<file path="src/rtl/wser_pkg.sv">
package wser_pkg;
    typedef enum logic {
        PH_PRIME  = 1'b0,
        PH_STREAM = 1'b1
    } phase_t;
endpackage

</file>
<file path="src/rtl/wser_divider.sv">
module wser_divider #(
    parameter int W = 16
) (
    input  logic clk,
    input  logic rst_n,
    output logic load_o,
    output logic wclk_o
);
    localparam int CW   = $clog2(W);
    localparam int HALF = W / 2;

    logic [CW-1:0] cnt_q;
    logic [CW-1:0] cnt_nxt;

    assign load_o  = (cnt_q == CW'(W - 1));
    assign cnt_nxt = load_o ? '0 : cnt_q + 1'b1;

    always_ff @(posedge clk) begin
        if (!rst_n) begin
            cnt_q  <= '0;
            wclk_o <= 1'b1;
        end else begin
            cnt_q  <= cnt_nxt;
            wclk_o <= (cnt_nxt < CW'(HALF));
        end
    end
endmodule

</file>
<file path="src/rtl/wser_shifter.sv">
module wser_shifter #(
    parameter int W = 16
) (
    input  logic         clk,
    input  logic         rst_n,
    input  logic         load,
    input  logic         msb_first,
    input  logic [W-1:0] word_in,
    output logic         bit_o
);
    logic [W-1:0] ordered;
    logic [W-1:0] sh_q;

    // Reorder at capture so the shift direction never changes.
    for (genvar i = 0; i < W; i++) begin : g_order
        assign ordered[i] = msb_first ? word_in[W-1-i] : word_in[i];
    end

    always_ff @(posedge clk) begin
        if (!rst_n) begin
            sh_q <= '0;
        end else if (load) begin
            sh_q <= ordered;
        end else begin
            sh_q <= {1'b0, sh_q[W-1:1]};
        end
    end

    assign bit_o = sh_q[0];
endmodule

</file>
<file path="src/rtl/word_serializer.sv">
module word_serializer
    import wser_pkg::*;
#(
    parameter int W = 16
) (
    input  logic         clk,
    input  logic         rst_n,
    input  logic [W-1:0] word_in,
    input  logic         msb_first,
    input  logic         squelch_n,
    output logic         ser_out,
    output logic         word_clk
);
    logic   load;
    logic   line_bit;
    phase_t phase;
    phase_t phase_nxt;

    wser_divider #(.W(W)) u_div (
        .clk    (clk),
        .rst_n  (rst_n),
        .load_o (load),
        .wclk_o (word_clk)
    );

    wser_shifter #(.W(W)) u_shf (
        .clk       (clk),
        .rst_n     (rst_n),
        .load      (load),
        .msb_first (msb_first),
        .word_in   (word_in),
        .bit_o     (line_bit)
    );

    always_ff @(posedge clk) begin
        if (!rst_n) phase <= PH_PRIME;
        else        phase <= phase_nxt;
    end

    always_comb begin
        phase_nxt = phase;
        unique case (phase)
            PH_PRIME:  if (load) phase_nxt = PH_STREAM;
            PH_STREAM: phase_nxt = PH_STREAM;
            default:   phase_nxt = PH_PRIME;
        endcase
    end

    always_comb begin
        ser_out = 1'b0;
        unique case (phase)
            PH_PRIME:  ser_out = 1'b0;
            PH_STREAM: ser_out = line_bit & squelch_n;
            default:   ser_out = 1'b0;
        endcase
    end
endmodule

</file>
<file path="config.mk">
export PLATFORM = sky130hd
export DESIGN_NAME = word_serializer
export DESIGN_NICKNAME = d
export VERILOG_FILES = /design/src/rtl/wser_pkg.sv /design/src/rtl/wser_divider.sv /design/src/rtl/wser_shifter.sv /design/src/rtl/word_serializer.sv
export SDC_FILE = /design/constraint.sdc
export NUM_CORES = 1
export LEC_CHECK = 0
export BUFFER_PORTS_ARGS = -buffer_cell sky130_fd_sc_hd__clkbuf_2
export CAP_MARGIN = 5
export CORE_ASPECT_RATIO = 0.9
export CORE_UTILIZATION = 35
export DETAILED_ROUTE_END_ITERATION = 16
export GPL_TIMING_DRIVEN = 0
export PLACE_DENSITY_LB_ADDON = 0.2
export SLEW_MARGIN = 20
export SYNTH_ARGS = -nofsm -noshare
export SYNTH_HDL_FRONTEND = slang
export SYNTH_SLANG_ARGS = --single-unit
</file>
<file path="constraint.sdc">
create_clock -name clk -period 1.4 [get_ports clk]
set_input_delay 0.42 -clock clk [delete_from_list [all_inputs] [get_ports clk]]
set_output_delay 0.42 -clock clk [all_outputs]
set_load 0.03 [all_outputs]
</file>
==> summary.txt, run 1 <==
Clk_skew: 0.00645 ns
Routed len/inst: 14.2 um
CP Launch Type: flip-flop
Clock latency at the later pin of the worst-skew pair: 0.31 ns
Critical path class: flip-flop to primary output
Sw power: 265 uW
Setup TNS: 0 ns
Crit-path max FO: 2
Number of global-route vias before repair: 636
R2R Path Start: u_div.cnt_q[0]
Final instance area: 1130 um^2
Synthesis-to-finish area growth: 24.6%
Pre-Repair DR Iteration Count: 6
CP Capture Type: primary output
Synth Instances: 75
Clock sinks: 22
Initial DRC Count: 7
Power, Total: 1.25 mW
Pins over their slew limit: 0
Synth Register Bits: 22
Netlist cell types: 22
Leakage: 0.508 nW
# fillers: 223
Ant. Diodes: 0
Dpl hpwl: 1.18 mm
Die height: 50.3 um
Sequential fraction of design power: 0.515
Fmax: 0.735 GHz
Critical Path RT: 0.98 ns
Reg area: 448 um^2
Syn_area_per_cell: 12.1 um^2
First-pass GRT wire length: 2.93 mm
Die width: 55.7 um
Crit share post-route: 0.971
IO Port Bufs: 20
Endpoints failing hold: 0
Sequential area share after synthesis: 0.486
Post-CTS Setup Inserts: 0
H-tree depth: 1
Core Util, Final: 0.462
I/O pin total: 22
Multi-input gate area: 442 um^2
Pwr Density: 1110 nW/um^2
Arrival time worst endpoint: 0.94 ns
Die area: 2800 um^2
Cell Area, Placed: 1040 um^2
FP Rows: 17
Clock share of power: 0.390
Worst R2R End: u_shf.sh_q[0]
Hold Path Class: input pin to flip-flop
Worst Hold Path Cells: 2
CTS max path bufs: 2
Drt via density: 5.19
Final Wtd Congestion: 0.786
Routed WL: 1.80 mm
Worst-margin pin slew: 0.249 ns
Status: finished, final reports clean
Antenna violations before repair: 0
Hold path start: rst_n
Crit path time final: 1.36 ns
Antenna-violating nets left: 0
Syn Nets: 96
CTS clk-pin slew, worst paths: 0.12 ns
Layout cells sized above 1: 0.394
Worst VDD drop: 0.754 mV
Setup violators final: 0
Total gr overflow: 0
Post-Place Cells: 123
Switch share: 0.212
Nets: 121
Worst hold endpoint: u_div.wclk_o
Max cap viols: 0
Initial Utilization: 0.371
Comb power frac: 0.095
Worst R2R Setup Slack: 0.07 ns
TritonCTS clock tree: built
Gr usage total: 0.139
R2R depth: 6
Post-route insts no fill: 127
Synth warnings: 0
Post-Syn Area: 907 um^2
Core area: 2450 um^2
Root Driver: clkbuf_4
Largest net degree at the start of global routing: 14
TritonCTS Buffers: 3
RSZ-0062 raised after global routing: yes
Via count: 659
DRC viols: 0
Max-slew headroom: 0.834
Pint: 987 uW
## layout make-up
type,instances,area share
Clock buffer,3,0.0199
Tap cell,28,0.0310
Clock inverter,1,0.0266
Timing Repair Buffer,20,0.0975
Sequential cell,22,0.396
Buffer,5,0.0377
Multi-Input combinational cell,48,0.391
## sequential cells by signal (all words and copies together) (netlist names)
register and count:
u_shf.sh_q 16, u_div.cnt_q 4, phase 1, u_div.wclk_o 1
## cell usage after synthesis (all sizes together)
cell,number,area share
nor2,1,0.0041
a21o,1,0.0083
nor2b,1,0.0069
nand3,1,0.0055
and3,2,0.015
buf,5,0.047
and4b,1,0.011
dfxtp,22,0.49
and2,2,0.014
o2bb2ai,15,0.16
o21a,1,0.0083
o21ai,1,0.0055
mux2i,16,0.18
a21boi,1,0.0083
xor2,1,0.0097
ha,1,0.014
nand2,2,0.0083
nand4,1,0.014
## per-stage QoR
| stage | hold slack [ns] | setup slack (ns) |
|---|---|---|
| after global placement | 0.411 | -0.0173 |
| after global routing | 0.376 | -0.00576 |
| final | 0.358 | 0.0400 |
| after CTS | 0.362 | 0.00213 |
| after detailed placement | 0.423 | -0.0268 |
| after floorplan | 0.410 | 0.111 |
## cell usage in the layout (no fill, tap or decap), types with 2 or more instances in the layout
master and count:
o2bb2ai_1 13, buf_4 2, and2_1 2, dfxtp_2 3
o2bb2ai_2 2, dfxtp_1 18, clkbuf_4 3, clkbuf_2 19
mux2i_1 16, buf_6 2, nand2_1 2
## routing by layer
| metal | track usage | part of all wire |
|---|---|---|
| met5 | 0 | 0 |
| met2 | 0.201 | 0.45 |
| met1 | 0.185 | 0.49 |
| met4 | 0.0958 | 0.027 |
| met3 | 0.0284 | 0.034 |
## critical path: stages, from the launching register on
cell and delay [ns]:
dfxtp_2 0.35, and3_4 0.17, buf_8 0.11
## power groups by stage
stage	clock (mW)	sequential (mW)	combinational (mW)
2_1_floorplan	0	0.653	0.0688
3_3_place_gp	0	0.654	0.110
3_5_place_dp	0	0.655	0.113
4_1_cts	0.493	0.641	0.114
5_1_grt	0.535	0.647	0.131
6_report	0.489	0.645	0.119
## worst max-delay path by stage
stage	start	end	slack [ns]	cells past startpoint
2_1_floorplan	u_div.cnt_q[0]	u_shf.sh_q[2]	0.11	6
3_3_place_gp	u_div.cnt_q[0]	u_shf.sh_q[4]	-0.02	6
3_5_place_dp	u_div.cnt_q[0]	u_shf.sh_q[7]	-0.03	6
4_1_cts	phase	ser_out	0.002	2
5_1_grt	u_div.cnt_q[0]	u_shf.sh_q[0]	-0.006	6
6_report	phase	ser_out	0.04	2
## timing repair
item	in CTS	in global routing
hold buffers	0	0
resized for setup	4	7
setup endpoints to repair	11	12
pin swaps	0	1
## cells by family after synthesis
logic type      count (synthesis)  share of synthesized area
compound gates                 19                      0.189
xor+xnor                        1                    0.00966
fa+ha+maj                       1                     0.0138
buf+inv                         5                     0.0469
flops                          22                      0.486
mux                            16                      0.177
simple gates                   11                     0.0786
Power figures use the tool's default switching activity.
==> run 2: changes to the inputs <==
--- a/config.mk
+++ b/config.mk
@@ -16,3 +16,4 @@
 export SYNTH_ARGS = -nofsm -noshare
 export SYNTH_HDL_FRONTEND = slang
 export SYNTH_SLANG_ARGS = --single-unit
+export TNS_END_PERCENT = 10
==> constraint.sdc (replaced) <==
create_clock -name clk -period 1.4 [get_ports clk]
set_input_delay 0.21 -clock clk [delete_from_list [all_inputs] [get_ports clk]]
set_output_delay 0.21 -clock clk [all_outputs]
set_load 0.03 [all_outputs]
==> run 2 against run 1 <==
  * Power barely moved
  * Hold slack got worse by 0.21 ns
  * Non-clock buffer count did not move
  * Die area did not move
  * Routed wire length fell by 0.56%
  * Global-route usage did not move
  * Sequential power barely moved
  * Count of clock-buffer cells in the layout did not move
  * Clock skew barely moved
  * Design area fell by 1.5%
  * Critical path type is now flip-flop to flip-flop
  * Largest power group unchanged
==> summary.txt, run 2 (synthesized netlist as in run 1, its figures left out) <==
CTS clk-pin slew, worst paths: 0.12 ns
H-tree depth: 1
Routed len/inst: 14.1 um
Hold_ws: 0.146 ns
CP dominant cell by count: buf_6
CTS Hold Bufs: 0
IO Port Bufs: 20
CP max stage delay: 0.40 ns
Die width: 55.7 um
Cell Area, Placed: 1040 um^2
Power, Total: 1.25 mW
Clk_skew: 0.00659 ns
Final instance area: 1110 um^2
Cells along the critical path: ha_4, nand3_1, and2_1, buf_6, buf_6, o2bb2ai_1
Routed WL: 1.79 mm
Hold Path Class: input pin to flip-flop
Clock share of power: 0.391
I/O pin total: 22
Sequential fraction of design power: 0.515
CTS max path bufs: 2
Die area: 2800 um^2
Pint: 987 uW
Comb power frac: 0.094
First-pass GRT wire length: 2.93 mm
Die height: 50.3 um
Nets: 121
Clock latency at the later pin of the worst-skew pair: 0.31 ns
Worst VDD drop: 0.753 mV
Initial Utilization: 0.371
FP Rows: 17
Clock sinks: 22
Pre-Repair DR Iteration Count: 4
Status: finished, final reports clean
Initial DRC Count: 7
Slowest-stage cell, CP: dfxtp_4
TritonCTS clock tree: built
Switch share: 0.212
Critical path class: flip-flop to flip-flop
Gr usage total: 0.139
Worst-margin pin slew: 0.249 ns
Fmax: 0.754 GHz
Dpl hpwl: 1.18 mm
Via count: 653
Max cap viols: 0
Post-route insts no fill: 127
Root Driver: clkbuf_4
Endpoints failing hold: 0
Drt via density: 5.14
Critical Path RT: 1.60 ns
Biggest register: u_shf.sh_q
Crit share post-route: 0.948
Synthesis-to-finish area growth: 22.6%
DRC viols: 0
Max reg flops: 16
Leakage: 0.506 nW
Antenna violations before repair: 0
Sw power: 266 uW
Crit path time final: 1.33 ns
Core area: 2450 um^2
Setup TNS: 0 ns
CP Launch Type: flip-flop
Max-slew headroom: 0.834
Setup violators final: 0
Pwr Density: 1130 nW/um^2
Largest regs: u_shf.sh_q (16), u_div.cnt_q (4)
Post-Place Cells: 123
CP Capture Type: flip-flop
Pins over their slew limit: 0
TritonCTS Buffers: 3
Most frequent cells in the layout: clkbuf_2, dfxtp_1, mux2i_1
Largest net degree at the start of global routing: 14
Total gr overflow: 0
Layout cells sized above 1: 0.364
Final Wtd Congestion: 0.786
Ant. Diodes: 0
# fillers: 225
Number of global-route vias before repair: 636
Crit-path max FO: 10
Antenna-violating nets left: 0
Arrival time worst endpoint: 1.53 ns
## run 2: power groups by stage
| stage | combinational, mW | sequential (mW) | clock (mW) |
|---|---|---|---|
| 2_1_floorplan | 0.0688 | 0.653 | 0 |
| 3_3_place_gp | 0.110 | 0.654 | 0 |
| 3_5_place_dp | 0.113 | 0.655 | 0 |
| 4_1_cts | 0.114 | 0.641 | 0.493 |
| 5_1_grt | 0.130 | 0.648 | 0.535 |
| 6_report | 0.118 | 0.645 | 0.490 |
## run 2: layer usage
| metal | global-route usage | vias up | wire length (um) |
|---|---|---|---|
| li1 | - | 330 | - |
| met2 | 0.201 | 16 | 792 |
| met1 | 0.185 | 302 | 888 |
| met4 | 0.0958 | 0 | 40 |
| met3 | 0.0284 | 5 | 68 |
| met5 | 0 | - | 0 |
## run 2: per-stage QoR
step	worst slack, ns	utilization
final	0.0732	0.455
after global routing	-0.00695	0.455
after CTS	0.0370	0.449
after detailed placement	-0.0268	0.426
after global placement	-0.0173	0.426
after floorplan	0.111	-
## run 2: critical path, delay by kind of cell, from the launching register on
family	cells	cell delay, ns
flip-flops	1	0.40
buffers and inverters	2	0.27
AND/OR/NAND/NOR	2	0.26
adder cells (fa/ha/maj)	1	0.17
AO/OA/AOI/OAI	1	0.12
## run 2: worst paths after layout
| kind | cells past startpoint | slack (ns) | start | to |
|---|---|---|---|---|
| setup / recovery | 6 | 0.07 | u_div.cnt_q[0] | u_shf.sh_q[0] |
| hold / removal | 2 | 0.15 | rst_n | u_div.wclk_o |
| hold reg to reg | 1 | 0.45 | u_shf.sh_q[15] | u_shf.sh_q[14] |
| setup reg to reg | 6 | 0.07 | u_div.cnt_q[0] | u_shf.sh_q[0] |
## run 2: area by class of cell
| type | instances | area [um^2] | share of cell area |
|---|---|---|---|
| sequential | 22 | 445 | 0.400 |
| multi-input combinational | 48 | 437 | 0.393 |
| timing repair buffer | 20 | 100 | 0.0900 |
| buffer | 5 | 42.5 | 0.0382 |
| tap | 28 | 35.0 | 0.0315 |
| clock inverter | 1 | 30.0 | 0.0270 |
| clock buffer | 3 | 22.5 | 0.0202 |
## run 2: what timing repair did
item                       in CTS  in global routing
cloned                          0                  0
setup endpoints to repair      10                 11
setup buffers                   0                  0
pin swaps                       0                  0
resized for setup               2                  3
==> run 3: changes to the inputs <==
--- a/config.mk
+++ b/config.mk
@@ -8,12 +8,13 @@
 export BUFFER_PORTS_ARGS = -buffer_cell sky130_fd_sc_hd__clkbuf_2
 export CAP_MARGIN = 5
 export CORE_ASPECT_RATIO = 0.9
-export CORE_UTILIZATION = 35
+export CORE_UTILIZATION = 40
 export DETAILED_ROUTE_END_ITERATION = 16
 export GPL_TIMING_DRIVEN = 0
-export PLACE_DENSITY_LB_ADDON = 0.2
+export PLACE_DENSITY_LB_ADDON = 0.15
 export SLEW_MARGIN = 20
 export SYNTH_ARGS = -nofsm -noshare
 export SYNTH_HDL_FRONTEND = slang
+export SYNTH_HIERARCHICAL = 1
 export SYNTH_SLANG_ARGS = --single-unit
 export TNS_END_PERCENT = 10
==> run 3 against run 2 <==
  * Register-to-register slack gained 0.03 ns
  * Cell count grew 10%
  * Design area is 1.8% lower
  * Hold slack better by 0.026 ns
  * Critical path type unchanged
==> summary.txt, run 3 <==
Status: finished, final reports clean
Largest cells by area after synthesis: dfxtp_1, mux2i_1, a21oi_1
Antenna violations before repair: 0
IO Port Bufs: 20
Crit. Startpoint: u_div/cnt_q[0]
Hold path start: word_in[15]
Fmax: 0.773 GHz
Critical Path RT: 1.59 ns
Largest net degree at the start of global routing: 14
Pwr Density: 939 nW/um^2
Worst hold endpoint: u_shf/sh_q[15]
Die width: 52.5 um
Arrival time worst endpoint: 1.48 ns
Total gr overflow: 0
Pre-Repair DR Iteration Count: 4
Synth warnings: 6
Dpl ws: -0.196 ns
Routed len/inst: 12.4 um
I/O pin total: 22
CP Launch Type: flip-flop
Crit-path max FO: 10
Cell taking the most area after synthesis: dfxtp_1
Hold Path Class: input pin to flip-flop
Post-synth EDFFs: 0
Post-Place Cells: 137
H-tree depth: 1
Clock latency at the later pin of the worst-skew pair: 0.30 ns
Clk_skew: 0.00410 ns
FP Rows: 16
Max-slew headroom: 0.848
Syn_area_per_cell: 10.2 um^2
Worst R2R End: u_shf/sh_q[4]
Post-Syn Area: 917 um^2
Synthesis-to-finish area growth: 19.1%
Nets: 136
Post-synth ARST share: 0
Most common cell after layout, fill and taps aside: clkbuf_2
CP Capture Type: flip-flop
Worst R2R Setup Slack: 0.11 ns
Root Driver: clkbuf_4
CTS Hold Bufs: 0
Die area: 2490 um^2
Sequential area share after synthesis: 0.480
Gr usage total: 0.161
Biggest register: u_shf/sh_q
Top cells by count, synth: dfxtp_1, mux2i_1, a21oi_1, o21ai_0, buf_2
R2R depth: 5
Ant. Diodes: 0
Layout cells sized above 1: 0.310
Netlist cell types: 20
Clock sinks: 22
Yosys top cell area share: 0.480
Endpoints failing hold: 0
R2R Path Start: u_div/cnt_q[0]
Die height: 47.4 um
Max cap viols: 0
Via count: 737
TritonCTS clock tree: built
Largest regs: u_shf/sh_q (16), u_div/cnt_q (4)
CTS max path bufs: 2
Top-count cell post-synth: dfxtp_1
Synth Instances: 90
Crit path time final: 1.29 ns
Pins over their slew limit: 0
Max reg flops: 16
Leakage: 0.518 nW
Core area: 2160 um^2
Synth Register Bits: 22
Routed WL: 1.74 mm
DRC viols: 0
Setup ws final: 0.106 ns
Power, Total: 1.03 mW
Dpl hpwl: 1.24 mm
Crit share post-route: 0.924
First-pass GRT wire length: 2.79 mm
TritonCTS Buffers: 3
Worst Hold Path Cells: 3
Post-CTS Setup Inserts: 0
Drt via density: 5.26
Most frequent cells in the layout: clkbuf_2, dfxtp_1, mux2i_1
Syn Nets: 111
Top_reg_cell synth: dfxtp_1
CTS clk-pin slew, worst paths: 0.11 ns
Setup violators final: 0
Critical path class: flip-flop to flip-flop
Post-route insts no fill: 140
Initial Utilization: 0.424
Antenna-violating nets left: 0
Number of global-route vias before repair: 621
Worst VDD drop: 0.600 mV
Initial DRC Count: 12
Worst-margin pin slew: 0.228 ns
Final Wtd Congestion: 0.680
## run 3: power by group
group | total, mW | switching [mW] | internal [mW] | leakage [nW]
sequential | 0.641 | 0.00750 | 0.634 | 0.179
combinational | 0.110 | 0.0503 | 0.0599 | 0.325
clock | 0.275 | 0.175 | 0.100 | 0.0138
## run 3: worst max-delay path, cell delays in order (launching register included)
cell	delay, ns
dfxtp_4	0.37
ha_2	0.20
and3_4	0.21
buf_4	0.17
o21ai_0	0.18
a21oi_1	0.05
## run 3: layout make-up
class | count | area (um^2)
sequential | 22 | 445
buffer | 6 | 56.3
multi-input combinational | 62 | 434
fill | 218 | 1070
timing repair buffer | 20 | 100
tap | 27 | 33.8
clock buffer | 3 | 22.5
## run 3: how the worst max path moves through the flow
stage / to / slack (ns) / depth (start not counted)
floorplan: u_shf/sh_q[0] / 0.09 / 4
global route: u_shf/sh_q[2] / -0.006 / 5
global placement: u_shf/sh_q[6] / -0.18 / 4
finish: u_shf/sh_q[4] / 0.11 / 5
CTS: u_shf/sh_q[4] / 0.0007 / 5
detailed placement: u_shf/sh_q[2] / -0.20 / 4
## run 3: logic make-up after synthesis
kind of cell               Yosys count  synth area share
AOI/OAI and AO/OA                   35             0.206
xor gates and xnor gates             1           0.00955
adders and majority gates            1            0.0136
buffers and inverters                6            0.0546
DFF                                 22             0.480
muxes                               16             0.175
and+or+nand+nor                      9            0.0614
## run 3: per-stage QoR
stage,utilization,hold WS (ns),instance area [um^2],setup TNS (ns)
final,0.505,0.173,1090,0
after CTS,0.500,0.164,1080,0
after global routing,0.505,0.191,1090,-0.00568
after global placement,0.486,0.432,1050,-1.91
after floorplan,-,0.290,917,0
after detailed placement,0.486,0.441,1050,-2.08
## run 3: metal layers
layer	up-vias	share of wire	track usage
met5	-	0	0
met4	0	0	0.0474
met3	0	0.057	0.0571
met2	20	0.45	0.238
met1	340	0.49	0.224
li1	377	-	-
## run 3: what timing repair did
action | CTS | global route
pin swaps | 0 | 0
resized for setup | 5 | 6
setup endpoints to repair | 15 | 15
hold endpoints to repair | 0 | 0
